File: config.mk
export PLATFORM = sky130hd
export DESIGN_NAME = vec_sel
export DESIGN_NICKNAME = d
export VERILOG_FILES = /design/src/rtl/vec_sel.sv
export SDC_FILE = /design/constraint.sdc
export NUM_CORES = 1
export LEC_CHECK = 0
export BUFFER_PORTS_ARGS = -buffer_cell sky130_fd_sc_hd__buf_2
export CAP_MARGIN = 20
export CORE_UTILIZATION = 40
export DETAILED_ROUTE_END_ITERATION = 7
export PLACE_DENSITY = 0.81
export SETUP_SLACK_MARGIN = 0.3
export SLEW_MARGIN = 20
export SYNTH_ARGS = -nofsm -noshare
export SYNTH_HDL_FRONTEND = slang
export SYNTH_SLANG_ARGS = --single-unit
File: constraint.sdc
create_clock -name clk -period 2.21 [get_ports clk]
set_clock_uncertainty 0.1 [all_clocks]
set_input_delay 0.3315 -clock clk [delete_from_list [all_inputs] [get_ports clk]]
set_output_delay 0.3315 -clock clk [all_outputs]
set_load 0.01 [all_outputs]
File: src/rtl/vec_sel.sv
module vec_sel #(
  parameter int PC_W = 16,
  parameter int NSRC = 16,
  parameter logic [NSRC-1:0] RSVD = 16'h0082
) (
  input  logic            clk,
  input  logic            rst_n,
  input  logic            start,
  input  logic [NSRC-1:0] pend,
  input  logic [NSRC-1:0] en,
  input  logic [PC_W-1:0] pc,
  output logic            mem_rd,
  output logic [PC_W-1:0] mem_addr,
  input  logic [7:0]      mem_data,
  output logic            done,
  output logic [15:0]     target,
  output logic [3:0]      rank
);
  localparam int RW = $clog2(NSRC);
  localparam int PW = PC_W - 8;

  typedef enum logic [1:0] {S_IDLE, S_HI, S_LO, S_DONE} st_t;
  st_t st;

  logic [NSRC-1:0] qual;
  logic [RW-1:0]   win, rank_q;
  logic [PW-1:0]   page_q;
  logic [7:0]      hi_q, off;

  assign qual = pend & (en | NSRC'(1)) & ~RSVD & ~(NSRC'(1) << (NSRC-1));

  always_comb begin
    win = RW'(NSRC-1);
    for (int i = NSRC-2; i >= 0; i--)
      if (qual[i]) win = RW'(i);
  end

  always_ff @(posedge clk or negedge rst_n) begin
    if (!rst_n) begin
      st     <= S_IDLE;
      rank_q <= '0;
      page_q <= '0;
      hi_q   <= '0;
    end else begin
      case (st)
        S_IDLE: if (start) begin
          st     <= S_HI;
          rank_q <= win;
          page_q <= pc[PC_W-1:8] + PW'(pc[7:0] == 8'hFF);
        end
        S_HI:   st <= S_LO;
        S_LO:   begin st <= S_DONE; hi_q <= mem_data; end
        default: st <= S_IDLE;
      endcase
    end
  end

  assign off      = 8'hFE - 8'({rank_q, 1'b0});
  assign mem_rd   = (st == S_HI) || (st == S_LO);
  assign mem_addr = {page_q, off[7:1], st == S_LO};
  assign done     = st == S_DONE;
  assign target   = {hi_q, mem_data};
  assign rank     = 4'(rank_q);


  done_pulse_chk: assert property (@(posedge clk) disable iff (!rst_n) done |=> !done);

  pair_order_chk: assert property (@(posedge clk) disable iff (!rst_n)
    (mem_rd && !mem_addr[0]) |=> (mem_rd && mem_addr[0] && mem_addr[PC_W-1:1] == $past(mem_addr[PC_W-1:1])));

  table_region_chk: assert property (@(posedge clk) disable iff (!rst_n) mem_rd |-> mem_addr[7:5] == 3'b111);

  no_reserved_chk: assert property (@(posedge clk) disable iff (!rst_n) done |-> (rank != 4'd1 && rank != 4'd7));

  rank_offset_chk: assert property (@(posedge clk) disable iff (!rst_n)
    done |-> $past(mem_addr[7:0]) == 8'hFF - 8'({rank, 1'b0}));

  no_overlap_chk: assert property (@(posedge clk) disable iff (!rst_n) done |-> !mem_rd);
endmodule

# After elaboration in Yosys (flattened, before gate mapping)
# Cells that the tools add are included.
op_classes:
  addsub: 2
  eq_ne: 5
  n_mux: 15
  n_bitwise: 1
  n_reduce_logical: 3
ops:
  columns: ["operator", "count"]
  rows:
  - ["4-bit two-way mux", 8]
  - ["15-bit AND", 1]
  - ["8-bit by 1-bit adder with 8-bit output", 1]
  - ["8-bit equality test (second input constant)", 1]
  - ["2-bit by 6-bit subtractor with 7-bit output (first input constant)", 1]
  - ["2-bit two-way mux", 3]
  - ["3-bit two-way mux", 2]
  - ["2-bit case mux with 3 select lines", 1]
  - ["2-bit equality test (second input constant)", 2]
  - ["2-bit by 1-bit equality test with 1-bit output (second input constant)", 1]
  - ["2-bit logical NOT", 1]
  - ["2-bit != test (second input constant)", 1]
  - ["2-bit AND reduction", 1]
  - ["1-bit logical OR", 1]
  - ["1-bit two-way mux", 1]
totals:
  register_bits: 22
  inputBits: 59
  word_cells: 30

# Logic depth before layout (Yosys ltp)
depth:
  depth_word: 14
  depth_mapped: 7

# Worst setup path before layout
# OpenSTA, ideal clock, no wires.
synth_path:
  kind: "reg2reg"
  from: "register st[0]"
  to: "register page_q[0]"
  setup_ns: 0.125
  t_arrival_ns: 1.242
  required_time_ns: 1.985
  slack_ns: 0.743
  path_stages_with_launch: 6
  period_less_slack_ns: 1.467
  path_cell_list: "dfrtp_1 -> inv_1 -> ha_1 -> nand2_1 -> buf_2 -> mux2_2"
synth_between:
  elab_chain_len: 2
synth_lines:
  columns: ["item", "line_no", "text"]
  rows:
  - ["start, declared", "23", "st_t st;"]
  - ["start signal, assigned", "40", "st <= S_IDLE;"]
  - ["start signal, assigned", "47", "st <= S_HI;"]
  - ["start signal, assigned", "51", "S_HI: st <= S_LO;"]
  - ["2-bit logical NOT", "45", "case (st)"]
  - ["2-bit AND reduction (no source line)", null, null]
  - ["end signal, assigned", "49", "page_q <= pc[PC_W-1:8] + PW'(pc[7:0] == 8'hFF);"]
  - ["end, declared", "27", "logic [PW-1:0] page_q;"]
# No other way between the ends.
# A chain may end at the register's enable or synchronous reset.

# Final worst setup path
layout_path:
  from: "register st[0]"
  to: "output mem_addr[0]"
layout_between:
  elab_chain_len: 1
layout_lines:
  columns: ["item", "line_no", "text"]
  rows:
  - ["2-bit equality test", "60", "assign mem_addr = {page_q, off[7:1], st == S_LO};"]
  - ["end, declared", "13", "output logic [PC_W-1:0] mem_addr,"]
# No other way between the ends.

==> impl_results.md <==
- Worst R2R Start: st[0]
- Worst path max stage delay: 420 ps
- Antenna viol nets, final: 0
- Crit path depth: 3
- IO buf count: 86
- Met1 Use GR: 18.8%
- Clock buffer depth: 2
- Vias after detailed routing: 1173
- Largest delay contributor family on the critical path: flip-flops
- Most numerous cell in the Yosys netlist: dfrtp_1
- WP data arrival: 1320 ps
- GPL Wtd Cong: 0.756
- CTS clk-pin slew, worst paths: 120 ps
- Tot Pwr: 0.00179 W
- Worst path buffer plus inverter count: 2
- Max-Cap Viols: 0
- VDD IR max: 0.412 mV
- Setup crit start: st[0]
- Core area: 0.00285 mm2
- Root buf cell: clkbuf_4
- Post-synth ARST share: 100%
- Worst skew pair latency: 290 ps
- Outcome: finished with violations
- Primary FF master, synth: dfrtp_1
- Die Height: 58.0 um
- Largest net degree at the start of global routing: 23
- Yosys reg bits: 22
- Initial antenna violation count: 0
- Drt drc: 7
- Synth Area per Inst: 10.1 um2
- Filler cell count in the final layout: 258
- Netlist cell types: 29
- Layout cell share with drive strength beyond 1: 52.5%
- Global route overflow: 0
- Critical Path, Cell by Cell: inv_1, ha_2, buf_2
- Failing checks: design-rule violations
- Crit path required time: 1780 ps
- CP Launch Type: flop
- CP Max Fanout: 10
- Num CTS Buffers: 3
- Critical path class: flop to output port
- Clock Sinks: 22
- Register area share after synthesis: 43.9%
- End point of the critical path: mem_addr[0]
- F_max: 0.571 GHz
- Final core utilization: 59.2%
- Drt total wl: 2540 um
- Num rows: 19
- # diodes: 0
- Initial Util: 43.9%
- CTS tree: yes
- FF-to-FF path depth: 6
- Yosys top cell area share: 43.9%
- Leakage power: 0.889 nW
- Setup TNS: 0 ps
- Grt met2 use: 28.9%
- Worst reg-to-reg setup slack: 590 ps
- Area leader, netlist: dfrtp_1
- DR vias/cell: 4.99
- Die Area: 0.00336 mm2
- GRT met3 Usage: 2.90%
- Min-delay worst type: input port to flop
- Post-DP HPWL: 2150 um
- Post-DP Area: 0.00164 mm2
- Final #Nets: 270
- Initial DRC Count: 28
- H-tree level count: 1
- Minimum clock period: 1750 ps
- Yosys Warn Count: 0
- Layout area overhead: 34.7%
- Period utilisation layout: 79.2%
- Ranking of synthesized cells by area: dfrtp_1 44%, mux2_2 9.0%, buf_4 7.2%, ha_1 6.0%, nand2_1 6.0%
- RSZ-0062 raised after global routing: false
- CP max-delay cell: dfrtp_1
- DR pass1 iterations: 8
- Global-route wire length before repair: 4150 um
- Synth Cell Area: 0.00125 mm2
- Total track usage: 15.9%
- WL per Instance: 10.8 um
- Gr busiest metal: met2
- I/O pin cnt: 97
- Top cells by count, synth: 22 x dfrtp_1, 20 x nand2_1, 12 x buf_4, 10 x mux2_2
- Design area: 0.00169 mm2
- Critical Path End Type: output port
- Reg-to-Reg End: rank[3]
- Finish-stage setup viols: 0
- Cells after synthesis: 124
- Power per cell area: 1060 mW/mm2
- Slew Viols, Final: 0
- Vias in the first global route: 1004
- Hold Vio Cnt, Final: 0
- Post-synth EDFFs: 0
- Die span in x: 58.0 um
==> power breakdown <==
part	leakage, nW	total [W]	switching [W]	internal, W
registers	0.269	0.000703	0.000107	0.000597
logic	0.599	0.000876	0.000443	0.000433
clock network	0.0210	0.000214	0.000114	0.000100
total	0.889	0.00179	0.000664	0.00113
==> worst min-delay path by stage <==
stage,cells after the start,start,slack [ps],end
floorplan,0,rst_n,-60,hi_q[0]
global placement,1,rst_n,210,hi_q[2]
detailed placement,1,rst_n,220,hi_q[2]
CTS,2,mem_data[7],160,hi_q[7]
global route,2,mem_data[7],150,hi_q[7]
finish,2,mem_data[7],170,hi_q[7]
==> logic make-up (layout without fill, tap and decap cells) <==
logic type	after synthesis	count (layout)	synth area share [%]
other cells	1	3	0.299
compound gates	24	24	13.6
flops	22	22	43.9
fa+ha+maj	6	6	5.99
mux	11	11	9.78
simple gates	34	34	12.5
xor+xnor	6	6	4.19
buf+inv	20	98	9.78
==> layout by cell type (no fill, tap or decap), types with 2 or more instances in the layout <==
cell type,instances
o21ai_1,5
xnor2_1,2
a22oi_1,3
clkbuf_4,3
a22o_1,2
mux2_2,10
inv_1,6
o21ai_2,2
buf_2,86
nand3_1,6
o21ai_0,4
xor2_1,4
conb_1,3
dfrtp_1,22
nor2_1,2
ha_1,5
nand2_1,19
nand4_1,3
a31oi_1,2
==> worst reg2reg max path, cell delays in order, from the launching register on <==
cell      delay (ps)
dfrtp_1          420
inv_1            110
ha_1             220
nand2_2          160
a211oi_2         290
nand2_1          120
o21ai_1          140
==> stage by stage <==
stage / worst slack [ps] / std cells / hold slack (ps)
finish: 460 / 235 / 167
global route: 358 / 235 / 149
CTS: 300 / 235 / 163
detailed placement: 479 / 230 / 216
global placement: 539 / 230 / 212
floorplan: 743 / 126 / -64.1
==> layer usage <==
layer / wire length (um) / vias up
met1: 1070 / 522
met5: 0 / -
met2: 1220 / 66
met3: 225 / 4
li1: - / 581
met4: 26 / 0
==> final cells by class <==
cell class              count  area, um2  area share, %
flip-flops and latches     22        551           32.6
well taps                  31       38.8           2.30
inverters                   6       22.5           1.33
clock buffers               4       36.3           2.15
multi-input cells          84        593           35.1
repair buffers             88        448           26.5
==> sequential cells by signal (all words and copies together), names as in the netlist <==
signal / count
st: 2
hi_q: 8
rank: 4
page_q: 8
==> timing repair <==
action,4_1_cts,5_1_grt
endpoints found under the setup margin,0,4
hold buffers,1,0
gates resized for setup,0,2
hold endpoints to repair,22,0
buffers inserted,0,0
(Power assumes the default switching activity.)
